**config.mk**
```make
export PLATFORM = sky130hd
export DESIGN_NAME = plcp_framer
export DESIGN_NICKNAME = d
export VERILOG_FILES = /design/src/rtl/plcp_pkg.sv /design/src/rtl/plcp_octet_check.sv /design/src/rtl/plcp_align_fsm.sv /design/src/rtl/plcp_lof_persist.sv /design/src/rtl/plcp_sat_cnt.sv /design/src/rtl/plcp_framer.sv
export SDC_FILE = /design/constraint.sdc
export NUM_CORES = 1
export LEC_CHECK = 0
export CAP_MARGIN = 20
export CORE_AREA = 10 10 157 86
export CTS_BUF_LIST = sky130_fd_sc_hd__clkbuf_8
export CTS_CLUSTER_SIZE = 8
export DETAILED_ROUTE_END_ITERATION = 16
export DIE_AREA = 0 0 167 96
export PLACE_DENSITY = 0.65
export SLEW_MARGIN = 10
export SYNTH_ARGS = -nofsm -noshare
export SYNTH_HDL_FRONTEND = slang
export SYNTH_SLANG_ARGS = --single-unit
export TNS_END_PERCENT = 1
```
**constraint.sdc**
```tcl
create_clock -name clk -period 3.94 [get_ports clk]
set_input_delay 0.788 -clock clk [delete_from_list [all_inputs] [get_ports clk]]
set_output_delay 0.788 -clock clk [all_outputs]
set_load 0.01 [all_outputs]
```
**src/rtl/plcp_pkg.sv**
```systemverilog
package plcp_pkg;

    localparam int ROW_LEN  = 57;
    localparam int ROWS     = 12;
    localparam int POS_W    = $clog2(ROW_LEN);
    localparam int ROW_W    = $clog2(ROWS);
    localparam logic [7:0] FRAME_B0 = 8'hF6;
    localparam logic [7:0] FRAME_B1 = 8'h28;

    typedef enum logic [1:0] {
        ST_IF  = 2'd0,
        ST_OOF = 2'd1,
        ST_LOF = 2'd2
    } align_e;

    typedef enum logic [1:0] {
        H_SEEK    = 2'd0,
        H_ID      = 2'd1,
        H_CONFIRM = 2'd2
    } hunt_e;

    function automatic logic [7:0] row_id(input logic [ROW_W-1:0] r);
        case (r)
            4'd0:    row_id = 8'h2C;
            4'd1:    row_id = 8'h29;
            4'd2:    row_id = 8'h25;
            4'd3:    row_id = 8'h20;
            4'd4:    row_id = 8'h1C;
            4'd5:    row_id = 8'h19;
            4'd6:    row_id = 8'h15;
            4'd7:    row_id = 8'h10;
            4'd8:    row_id = 8'h0D;
            4'd9:    row_id = 8'h08;
            4'd10:   row_id = 8'h04;
            4'd11:   row_id = 8'h01;
            default: row_id = 8'h00;
        endcase
    endfunction

    function automatic logic [ROW_W-1:0] row_after(input logic [ROW_W-1:0] r);
        row_after = (r == ROW_W'(ROWS - 1)) ? '0 : r + 1'b1;
    endfunction

endpackage

```
**src/rtl/plcp_octet_check.sv**
```systemverilog
module plcp_octet_check
    import plcp_pkg::*;
(
    input  logic [7:0]       octet,
    input  logic [ROW_W-1:0] row_sel,
    output logic             is_b0,
    output logic             is_b1,
    output logic             id_hit,
    output logic             id_any,
    output logic [ROW_W-1:0] id_idx
);

    assign is_b0  = (octet == FRAME_B0);
    assign is_b1  = (octet == FRAME_B1);
    assign id_hit = (octet == row_id(row_sel));

    always_comb begin
        id_any = 1'b0;
        id_idx = '0;
        for (int k = 0; k < ROWS; k++) begin
            if (octet == row_id(ROW_W'(k))) begin
                id_any = 1'b1;
                id_idx = ROW_W'(k);
            end
        end
    end

endmodule

```
**src/rtl/plcp_align_fsm.sv**
```systemverilog
module plcp_align_fsm
    import plcp_pkg::*;
#(
    parameter int LOF_FRAMES = 8
) (
    input  logic       clk,
    input  logic       rst_n,
    input  logic       oct_vld,
    input  logic [7:0] oct_data,
    input  logic       mode_switch,
    output align_e     state,
    output logic       row_p,
    output logic       frame_p,
    output logic       ferr_p,
    output logic       oof_p
);

    localparam int LOF_OCT = ROW_LEN * ROWS * LOF_FRAMES;
    localparam int TMR_W   = $clog2(LOF_OCT);
    localparam logic [POS_W-1:0] LAST_POS = POS_W'(ROW_LEN - 1);

    typedef struct packed {
        align_e             st;
        hunt_e              hm;
        logic [POS_W-1:0]   pos;
        logic [ROW_W-1:0]   row;
        logic               b0_bad;
        logic               id_bad;
        logic               prev_b0;
        logic [TMR_W-1:0]   tmr;
        logic               row_p;
        logic               frame_p;
        logic               ferr_p;
        logic               oof_p;
    } fsm_t;

    localparam fsm_t FSM_RST = '{
        st: ST_OOF, hm: H_SEEK, pos: '0, row: '0, b0_bad: 1'b0, id_bad: 1'b0,
        prev_b0: 1'b0, tmr: '0, row_p: 1'b0, frame_p: 1'b0, ferr_p: 1'b0, oof_p: 1'b0
    };

    fsm_t q, d;

    logic             is_b0, is_b1, id_hit, id_any;
    logic [ROW_W-1:0] id_idx, row_sel;
    logic             go_oof, restart, acquired;

    assign row_sel = (q.st == ST_IF) ? q.row : row_after(q.row);

    plcp_octet_check u_chk (
        .octet   (oct_data),
        .row_sel (row_sel),
        .is_b0   (is_b0),
        .is_b1   (is_b1),
        .id_hit  (id_hit),
        .id_any  (id_any),
        .id_idx  (id_idx)
    );

    always_comb begin
        d         = q;
        d.row_p   = 1'b0;
        d.frame_p = 1'b0;
        d.ferr_p  = 1'b0;
        d.oof_p   = 1'b0;
        go_oof    = 1'b0;
        restart   = 1'b0;
        acquired  = 1'b0;
        if (mode_switch) begin
            go_oof  = 1'b1;
            d.oof_p = (q.st == ST_IF);
        end else if (oct_vld) begin
            if (q.st == ST_IF) begin
                if (q.pos == POS_W'(0)) begin
                    d.b0_bad  = !is_b0;
                    d.row_p   = 1'b1;
                    d.frame_p = (q.row == '0);
                end else if (q.pos == POS_W'(1)) begin
                    d.ferr_p = q.b0_bad || !is_b1;
                    if (q.b0_bad && !is_b1) begin
                        go_oof  = 1'b1;
                        d.oof_p = 1'b1;
                    end
                end else if (q.pos == POS_W'(2)) begin
                    if (id_hit) begin
                        d.id_bad = 1'b0;
                    end else if (q.id_bad) begin
                        go_oof  = 1'b1;
                        d.oof_p = 1'b1;
                    end else begin
                        d.id_bad = 1'b1;
                    end
                end
                if (q.pos == LAST_POS) begin
                    d.pos = '0;
                    d.row = row_after(q.row);
                end else begin
                    d.pos = q.pos + 1'b1;
                end
            end else begin
                unique case (q.hm)
                    H_SEEK: begin
                        d.prev_b0 = is_b0;
                        if (q.prev_b0 && is_b1) d.hm = H_ID;
                    end
                    H_ID: begin
                        if (id_any) begin
                            d.row = id_idx;
                            d.pos = POS_W'(3);
                            d.hm  = H_CONFIRM;
                        end else begin
                            restart = 1'b1;
                        end
                    end
                    default: begin
                        if (q.pos == POS_W'(0)) begin
                            restart = !is_b0;
                        end else if (q.pos == POS_W'(1)) begin
                            restart = !is_b1;
                        end else if (q.pos == POS_W'(2)) begin
                            acquired = id_hit;
                            restart  = !id_hit;
                        end
                        if (q.pos == LAST_POS) d.pos = '0;
                        else                   d.pos = q.pos + 1'b1;
                    end
                endcase
                if (restart) begin
                    d.hm      = H_SEEK;
                    d.prev_b0 = is_b0;
                end
                if (acquired) begin
                    d.st      = ST_IF;
                    d.row     = row_after(q.row);
                    d.pos     = POS_W'(3);
                    d.b0_bad  = 1'b0;
                    d.id_bad  = 1'b0;
                    d.hm      = H_SEEK;
                    d.prev_b0 = 1'b0;
                end else if (q.st == ST_OOF) begin
                    if (q.tmr == TMR_W'(LOF_OCT - 1)) d.st  = ST_LOF;
                    else                              d.tmr = q.tmr + 1'b1;
                end
            end
        end
        if (go_oof) begin
            d.st      = ST_OOF;
            d.hm      = H_SEEK;
            d.prev_b0 = 1'b0;
            d.tmr     = '0;
            d.b0_bad  = 1'b0;
            d.id_bad  = 1'b0;
        end
    end

    always_ff @(posedge clk or negedge rst_n) begin
        if (!rst_n) q <= FSM_RST;
        else        q <= d;
    end

    assign state   = q.st;
    assign row_p   = q.row_p;
    assign frame_p = q.frame_p;
    assign ferr_p  = q.ferr_p;
    assign oof_p   = q.oof_p;

    // an out-of-frame event is flagged only when leaving the aligned state
    a_r6_oof_from_if: assert property (@(posedge clk) disable iff (!rst_n)
        q.oof_p |-> ($past(q.st) == ST_IF && q.st == ST_OOF));

    // loss-of-frame is reached only from out-of-frame
    a_r7_lof_from_oof: assert property (@(posedge clk) disable iff (!rst_n)
        (q.st == ST_LOF && $past(q.st) != ST_LOF) |-> ($past(q.st) == ST_OOF));

    // framing error pulses come only from the aligned state
    a_r3_ferr_in_frame: assert property (@(posedge clk) disable iff (!rst_n)
        q.ferr_p |-> ($past(q.st) == ST_IF));

    // alignment is gained only at the end of a confirmation row
    a_r2_acq_confirmed: assert property (@(posedge clk) disable iff (!rst_n)
        (q.st == ST_IF && $past(q.st) != ST_IF) |-> ($past(q.hm) == H_CONFIRM && $past(oct_vld)));

    // a frame strobe always coincides with a row strobe
    a_r12_frame_on_row: assert property (@(posedge clk) disable iff (!rst_n)
        q.frame_p |-> q.row_p);

    // idle cycles leave the alignment state unchanged
    a_r13_idle_hold: assert property (@(posedge clk) disable iff (!rst_n)
        (!oct_vld && !mode_switch) |=> ($stable(q.st) && $stable(q.pos) && !q.row_p));

endmodule

```
**src/rtl/plcp_lof_persist.sv**
```systemverilog
module plcp_lof_persist #(
    parameter int TICKS = 3
) (
    input  logic clk,
    input  logic rst_n,
    input  logic lof,
    input  logic tick,
    output logic long_flag
);

    localparam int TW = $clog2(TICKS + 1);

    typedef struct packed {
        logic          tick_prev;
        logic [TW-1:0] cnt;
        logic          long_f;
    } per_t;

    per_t q, d;
    logic rise;

    assign rise = tick && !q.tick_prev;

    always_comb begin
        d           = q;
        d.tick_prev = tick;
        if (!lof) begin
            d.cnt = '0;
        end else if (rise && q.cnt != TW'(TICKS)) begin
            d.cnt = q.cnt + 1'b1;
        end
        d.long_f = lof && (d.cnt == TW'(TICKS));
    end

    always_ff @(posedge clk or negedge rst_n) begin
        if (!rst_n) q <= '0;
        else        q <= d;
    end

    assign long_flag = q.long_f;

    // the long flag never stands without loss-of-frame in the cycle before
    a_r9_long_needs_lof: assert property (@(posedge clk) disable iff (!rst_n)
        q.long_f |-> $past(lof));

    // the long flag can only rise on a tick rising edge
    a_r9_long_on_tick: assert property (@(posedge clk) disable iff (!rst_n)
        $rose(q.long_f) |-> $past(tick));

endmodule

```
**src/rtl/plcp_sat_cnt.sv**
```systemverilog
module plcp_sat_cnt #(
    parameter int W = 16
) (
    input  logic         clk,
    input  logic         rst_n,
    input  logic         clr,
    input  logic         inc,
    output logic [W-1:0] cnt
);

    logic [W-1:0] cnt_q, cnt_d;

    always_comb begin
        cnt_d = cnt_q;
        if (clr)                   cnt_d = '0;
        else if (inc && ~&cnt_q)   cnt_d = cnt_q + 1'b1;
    end

    always_ff @(posedge clk or negedge rst_n) begin
        if (!rst_n) cnt_q <= '0;
        else        cnt_q <= cnt_d;
    end

    assign cnt = cnt_q;

    // clear takes effect in the next cycle
    a_r11_clear: assert property (@(posedge clk) disable iff (!rst_n)
        clr |=> (cnt_q == '0));

    // the count holds at all ones
    a_r11_saturate: assert property (@(posedge clk) disable iff (!rst_n)
        (&cnt_q && !clr) |=> (&cnt_q));

    // without an event the count does not move
    a_r11_hold: assert property (@(posedge clk) disable iff (!rst_n)
        (!clr && !inc) |=> $stable(cnt_q));

endmodule

```
**src/rtl/plcp_framer.sv**
```systemverilog
module plcp_framer
    import plcp_pkg::*;
#(
    parameter int LOF_FRAMES = 8,
    parameter int LONG_TICKS = 3,
    parameter int CNT_W      = 16
) (
    input  logic             clk,
    input  logic             rst_n,
    input  logic             oct_vld,
    input  logic [7:0]       oct_data,
    input  logic             mode_switch,
    input  logic             sec_tick,
    input  logic             cnt_clr,
    output logic             row_strb,
    output logic             frame_strb,
    output logic             in_frame,
    output logic             oof,
    output logic             lof,
    output logic             lof_long,
    output logic             frame_err,
    output logic [CNT_W-1:0] ferr_count,
    output logic [CNT_W-1:0] oof_count
);

    localparam int N_CNT = 2;

    align_e           st;
    logic             ferr_p, oof_p;
    logic [N_CNT-1:0] inc_v;
    logic [CNT_W-1:0] cnt_v [N_CNT];

    plcp_align_fsm #(.LOF_FRAMES(LOF_FRAMES)) u_fsm (
        .clk         (clk),
        .rst_n       (rst_n),
        .oct_vld     (oct_vld),
        .oct_data    (oct_data),
        .mode_switch (mode_switch),
        .state       (st),
        .row_p       (row_strb),
        .frame_p     (frame_strb),
        .ferr_p      (ferr_p),
        .oof_p       (oof_p)
    );

    assign in_frame  = (st == ST_IF);
    assign oof       = (st == ST_OOF);
    assign lof       = (st == ST_LOF);
    assign frame_err = ferr_p;

    plcp_lof_persist #(.TICKS(LONG_TICKS)) u_persist (
        .clk       (clk),
        .rst_n     (rst_n),
        .lof       (lof),
        .tick      (sec_tick),
        .long_flag (lof_long)
    );

    assign inc_v = {oof_p, ferr_p};

    for (genvar g = 0; g < N_CNT; g++) begin : g_cnt
        plcp_sat_cnt #(.W(CNT_W)) u_cnt (
            .clk   (clk),
            .rst_n (rst_n),
            .clr   (cnt_clr),
            .inc   (inc_v[g]),
            .cnt   (cnt_v[g])
        );
    end

    assign ferr_count = cnt_v[0];
    assign oof_count  = cnt_v[1];

endmodule

```
[Word-level counts from Yosys, hierarchy flattened]
Memories as Yosys holds them, arrays and structs flattened.
Index checks and enable logic that the tools add are counted.
Operators by class
  mux-type cells: 89
  eq/ne operators: 38
  bitwise logic cells: 1
  add/subtract/negate cells: 6
  reduce and logical (&&, ||, !) cells: 40
Operators with widths (number)
  $mux 16: 5
  $mux 4: 17
  $mux 1: 45
  $eq 8x6->1 const B: 5
  $mux 13: 3
  $mux 34: 1
  $mux 33: 1
  $add 16x1->16 const B: 2
  $eq 8x5->1 const B: 4
  $reduce_and 16->1: 2
  $mux 12: 2
  $mux 2: 9
  $reduce_and 6->1: 3
  $eq 8x4->1 const B: 2
  $mux 15: 1
  $reduce_bool 3->1: 5
  $mux 14: 1
  $add 13x1->13 const B: 1
  $eq 13x13->1 const B: 1
  $pmux 6 s2: 1
  $reduce_and 4->1: 3
  $ne 2x1->1 const B: 5
  $ne 5x1->1 const B: 2
  $reduce_and 5->1: 2
  31 further kinds: 51
Storage, ports and cells
  output and inout bits: 39
  input bits: 14
  word-level logic and storage cells: 192
  memories kept: 1
  bits in registers: 70
  bits in read-only memories: 80
Memories
  (no name shown): words 16, width 5, rd ports 1, clocked after Yosys merged registers in 0, write ports 0, RTL line plcp_pkg.sv:23  | case (r)

[Depth between registers and ports, before layout]
  depth after elaboration: 24
  depth in mapped cells: 12
  gate-level depth less buffers: 11

[Hierarchy]
A second synthesis with hierarchy kept.
Second synthesis, totals
  cells, all modules: 520
  area, all modules: 4727.0 µm²
Modules (own cells, without submodules)
  plcp_align_fsm: cells an instance 250, instances 1, seq. area each 852.1 µm², area each 2227.1 µm²
  plcp_sat_cnt: cells an instance 103, instances 2, seq. area each 400.4 µm², area each 980.9 µm²
  plcp_octet_check: cells an instance 46, instances 1, seq. area each 0.0 µm², area each 327.8 µm²
  plcp_lof_persist: cells an instance 15, instances 1, seq. area each 100.1 µm², area each 191.4 µm²
  plcp_framer: cells an instance 3, instances 1, seq. area each 0.0 µm², area each 18.8 µm²

[Worst setup path after synthesis]
Ideal clock, no wire load.
  path kind: register to register
  from: register u_fsm.q[20] in the netlist's numbering
  to: register u_fsm.q[22] in the netlist's numbering
  data arrival time: 2889 ps
  path slack: 930 ps
  library setup time: 122 ps
  clock period less this slack: 3010 ps
  data required time: 3818 ps
  cell stages (with the launch flop): 12
  buffers on the path: 1
  cell sequence: dfrtp_1 > ha_1 > and3b_1 > o31a_1 > o211ai_1 > mux2i_2 > xor2_1 > nand3b_1 > and2_1 > buf_6 > or3b_1 > a32o_1
Between the ends
  word-level cells in the longest chain between the ends: 14
  elaborated cells between the ends (all ways): 19
  those cells by class: add/sub (1); eq/ne (2); mux (12); reduce/logical (3); memory (1)
Ends and longest elaborated chain
  start, declared: RTL line plcp_align_fsm.sv:42  | fsm_t q, d;
  start signal, assigned: RTL line plcp_align_fsm.sv:157  | if (!rst_n) q <= FSM_RST;
  start signal, assigned: RTL line plcp_align_fsm.sv:158  | else q <= d;
  $add 4x1->4 or $eq 4x4->1 (tied branches): RTL line plcp_pkg.sv:41  | row_after = (r == ROW_W'(ROWS - 1)) ? '0 : r + 1'b1;
  $mux 4: RTL line plcp_pkg.sv:41
  $mux 4: RTL line plcp_align_fsm.sv:48  | assign row_sel = (q.st == ST_IF) ? q.row : row_after(q.row);
  $mem_v2 16x5
  $eq 8x8->1: RTL line plcp_octet_check.sv:15  | assign id_hit = (octet == row_id(row_sel));
  $mux 1: RTL line plcp_align_fsm.sv:120  | end else if (q.pos == POS_W'(2)) begin
  $mux 1: RTL line plcp_align_fsm.sv:118  | end else if (q.pos == POS_W'(1)) begin
  $mux 1: RTL line plcp_align_fsm.sv:116  | if (q.pos == POS_W'(0)) begin
  $mux 1: RTL line plcp_align_fsm.sv:101  | unique case (q.hm)
  $mux 1: RTL line plcp_align_fsm.sv:73  | if (q.st == ST_IF) begin
  $mux 1: RTL line plcp_align_fsm.sv:72  | end else if (oct_vld) begin
  $mux 1: RTL line plcp_align_fsm.sv:69  | if (mode_switch) begin
  $reduce_bool 3->1 (no line) or $mux 15 (tied branches)
  $reduce_and 5->1 (no line) or $mux 12 (tied branches)
Several ways; a longest one is shown, not always the timed one. The select of a mux whose other input is x is not followed.
A chain may end at the register's enable or synchronous reset.

[Worst setup path in the final report]
  from: register u_fsm.q[20] in the netlist's numbering
  to: register u_fsm.q[27] in the netlist's numbering
Between the ends
  word-level cells in the longest chain between the ends: 14
  elaborated cells between the ends (all ways): 18
  those cells by class: add/sub (1); eq/ne (4); mux (11); reduce/logical (1); memory (1)
Ends and longest elaborated chain (RTL line)
  $add 4x1->4 or $eq 4x4->1 (tied branches): plcp_pkg.sv:41
  $mux 4: plcp_pkg.sv:41
  $mux 4 (*): plcp_align_fsm.sv:48
  $mem_v2 16x5 (*)
  $eq 8x8->1 (*): plcp_octet_check.sv:15
  $mux 1 (*): plcp_align_fsm.sv:120
  $mux 1 (*): plcp_align_fsm.sv:118
  $mux 1 (*): plcp_align_fsm.sv:116
  $mux 1 (*): plcp_align_fsm.sv:101
  $mux 1 (*): plcp_align_fsm.sv:73
  $mux 1 (*): plcp_align_fsm.sv:72
  $mux 1 (*): plcp_align_fsm.sv:69
  $ne 4x2->1 (no line) (tied with other cells)
  $reduce_and 4->1 (no line) or $mux 12 (tied branches)
Mark *: on every way between the ends. The rest lies on a longest branch, timed or not. The select of a mux whose other input is x is not followed.

==> parameters.txt <==
Parameter                              Value

Run status
  Result of the run ... complete, no violations

Yosys
  Post-Syn Instances ... 473
  Part of the Yosys area used for sequential elements ... 41.4%
  Compound-gate portion of the synthesized area ... 14.0%
  Number of register bits inferred by synthesis ... 70
  Yosys top cell by area ... dfrtp_1
  Syn Std Cell Area ... 4230 sq um
  Post-synth cell types ... 65
  Synth Net Count ... 497
  Number of warnings printed during yosys synthesis ... 0
  Number of enable-type register cells in the synthesized netlist ... 0
  Predominant post-synthesis flop cell ... dfrtp_1
  Adder and majority cell fraction of the synthesized area ... 2.96%
  XOR/XNOR share of the synthesized area ... 8.27%
  Largest family of logic cells by synthesized area ... simple AND/OR/NAND/NOR gates
  Leading cell types by total area after synthesis ... dfrtp_1 (41%), nor2_1 (5.1%), xor2_1 (4.6%), xnor2_1 (3.7%), nand2_1 (3.4%)
  Top cell type's share of synthesized area ... 40.8%
  Mux cell area share after synthesis ... 3.28%
  Mean area per synthesized cell ... 8.95 sq um
  Simple-Gate Fraction of Synth Area ... 26.7%
  Synth async-reset ratio ... 100%

Critical path
  Worst Path Buf+Inv ... 1
  Data arrival at the endpoint of the critical path ... 3.70 ns
  Reg2Reg Launch Point ... u_fsm.q[20]
  Critical path cell sequence ... ha_1, and3b_1, o31a_1, o211ai_1, mux2i_2, xor2_1, nand3b_1, buf_4, a21oi_2, nor4_1, a211o_1
  Capturing element type of the critical path ... flop
  Reg-to-reg critical path endpoint ... u_fsm.q[27]
  Worst setup startpoint ... u_fsm.q[20]
  Worst r2r path cells ... 11
  Critical path depth ... 11
  Slack of the worst reg-to-reg path ... 0.48 ns
  Critical path type ... flop to flop
  Startpoint Class ... flop
  Worst setup path end ... u_fsm.q[27]
  Slowest cell on the critical path ... dfrtp_1
  Cell family with the largest share of critical-path delay ... compound AO/OA/AOI/OAI gates
  Delay of the slowest cell on the worst path ... 0.49 ns
  Data required, critical path ... 4.18 ns
  Critical-path maximum fanout ... 10

Clock tree
  H-Tree Depth ... 3
  Worst-path clk slew ... 0.08 ns
  Setup bufs post-CTS ... 0
  Clk Tree Root Cell ... clkbuf_8
  TritonCTS Sinks ... 70
  Buffer depth of the longest clock path ... 2
  Hold buffer count at CTS ... 0
  Cts bufs inserted ... 9
  CTS tree ... done
  CTS-repair resized insts ... 0
  Insertion delay to the later sink of the worst-skew pair ... 0.36 ns

Floorplan
  Row Count ... 27
  Die ar. ... 16000 sq um
  Die height ... 96 microns
  Die extent in x ... 167 microns
  I/O pin cnt ... 53
  Initial core utilization ... 39.3%
  Core area ... 10800 sq um

Route
  Number of violations reported at the end of detailed-routing iteration 0 ... 278
  First-pass iteration count of the detailed router ... 4
  Via-to-Cell Ratio ... 5.54
  DRC ... 0
  Average detailed-routed wire length per instance ... 15.9 microns
  Antenna-violating nets left ... 0
  WL final ... 10700 microns
  DR vias ... 3731

Job
  Max Cap Viol ... 0

Placed design
  Post-detail-place hpwl ... 8150 microns
  I/O Buffers ... 52
  Instance area at placement ... 4900 sq um
  Final Wtd Congestion ... 0.910

STA
  Worst hold margin ... 0.523 ns
  Slew Limit Fails ... 0
  Worst max-slew margin expressed relative to the limit ... 40.4%
  Endpoints failing setup ... 0
  Achievable Freq ... 289 MHz
  Slew at the pin closest to its max-slew limit ... 0.894 ns
  RSZ-0062 raised after global routing ... no
  Share of the clock period used by the worst path after layout ... 87.9%
  Endpoints failing hold ... 0
  Setup TNS Final ... 0 ns
  Final min period ... 3.46 ns
  Clock Skew ... 0.0121 ns

Global route
  Gr usage total ... 13.6%
  Initial antenna violation count ... 0
  First-pass GRT wire length ... 18100 microns
  Overflow left after global routing ... 0
  Pin count of the biggest net entering global routing ... 42
  Number of global-route vias before repair ... 3432

Cells and area
  Layout overhead on the synthesized area ... 20.2%
  Post-Layout Inst Area ... 5090 sq um
  Count of inserted antenna diode cells ... 0
  Total number of nets in the final design ... 548
  # fillers ... 1021
  Ratio of cells with drive above 1 in the final layout ... 7.56%

Power and ir drop
  Leakage power total ... 0.00211 uW
  Power per unit of standard cell area ... 278 nW/um^2
  Maximum VDD drop ... 0.000152 V

Hold path
  Hold crit path type ... flop to flop
## per-layer routing
layer	part of all wire [%]	wire length [microns]	track usage (%)	vias up
met5	0	0	0	-
met4	0.78	84	3.05	0
met3	6.8	731	3.78	8
met2	41	4390	19.2	111
met1	52	5540	20.0	1823
li1	-	-	-	1789
## cells by family (layout without fill, tap and decap cells)
group / after synthesis / count (layout)
AOI/OAI and AO/OA: 90 / 90
buffers and inverters: 32 / 88
muxes: 13 / 13
and+or+nand+nor: 218 / 218
adders and majority gates: 10 / 10
xor gates and xnor gates: 40 / 40
DFF: 70 / 70
## power breakdown
| group | internal [uW] | switching, uW | leakage, uW | total, uW |
|---|---|---|---|---|
| Sequential | 724 | 8.99 | 0.000952 | 733 |
| Clock | 241 | 318 | 0.0000927 | 559 |
| Combinational | 47.7 | 75.7 | 0.00106 | 123 |
## per-stage QoR
| stage | setup slack [ns] | util (%) | std cells | power, uW |
|---|---|---|---|---|
| 2_1_floorplan | 0.930 | - | 473 | 818 |
| 5_1_grt | 0.255 | 47.2 | 674 | 1490 |
| 4_1_cts | 0.549 | 47.2 | 674 | 1440 |
| 6_report | 0.478 | 47.2 | 674 | 1420 |
| 3_3_place_gp | 0.486 | 45.4 | 657 | 866 |
| 3_5_place_dp | 0.451 | 45.5 | 658 | 870 |
## cell usage in the layout (no fill, tap or decap), types with 16 or more instances in the layout
cell type	netlist	final
xnor2_1	18	18
clkdlybuf4s50_1	0	51
xor2_1	22	22
a21oi_1	21	21
nor2_1	58	58
o21ai_0	24	24
nand3_1	22	22
nand2_1	38	38
dfrtp_1	69	69
nor3_1	16	16
## sequential cells by signal, summed over array words and instances, names as in the netlist
signal	count
g_cnt.u_cnt.cnt	32
u_fsm.ferr_p	1
u_persist.long_flag	1
u_fsm.state	2
u_fsm.q	28
u_fsm.oof_p	1
u_fsm.frame_p	1
u_fsm.row_p	1
u_persist.q	3
## final cells by class
cell class | instances | area [sq um] | area share, %
Clock buffer | 9 | 124 | 2.43
Clock inverter | 7 | 62.6 | 1.23
Inverter | 12 | 45.0 | 0.885
Multi-Input combinational cell | 371 | 2340 | 46.0
Sequential cell | 70 | 1750 | 34.4
Tap cell | 145 | 181 | 3.56
Timing Repair Buffer | 60 | 583 | 11.5
## synth_stat cells, drive strengths merged (6+ instances only)
cell type / instances
buf: 6
o21ai: 27
nor3b: 7
or3: 13
nand3: 22
xnor2: 18
clkbuf: 14
xor2: 22
nor2: 58
nand2: 38
ha: 10
a21oi: 23
dfrtp: 69
nor3: 16
nand2b: 10
and3: 14
inv: 12
mux2i: 9
nand4: 10
and2: 6
## worst reg2reg max path, delay by kind of cell, from the launching register on
| family | cells | cell delay [ns] |
|---|---|---|
| multiplexers | 1 | 0.31 |
| adder cells (fa/ha/maj) | 1 | 0.36 |
| AND/OR/NAND/NOR | 3 | 0.53 |
| flip-flops | 1 | 0.49 |
| XOR/XNOR | 1 | 0.30 |
| buffers and inverters | 1 | 0.21 |
| AO/OA/AOI/OAI | 4 | 1.15 |
## worst min-delay path by stage
stage                            from           to  slack (ns)  cells past startpoint
after global routing       u_fsm.q[5]   u_fsm.q[5]        0.55                      1
after detailed placement  u_fsm.q[18]  u_fsm.q[18]        0.50                      2
final                      u_fsm.q[5]   u_fsm.q[5]        0.52                      1
after global placement     u_fsm.q[5]   u_fsm.q[5]        0.50                      1
after CTS                 u_fsm.q[18]  u_fsm.q[18]        0.53                      2
after floorplan           u_fsm.q[18]  u_fsm.q[18]        0.47                      2
Power figures use the tool's default switching activity.
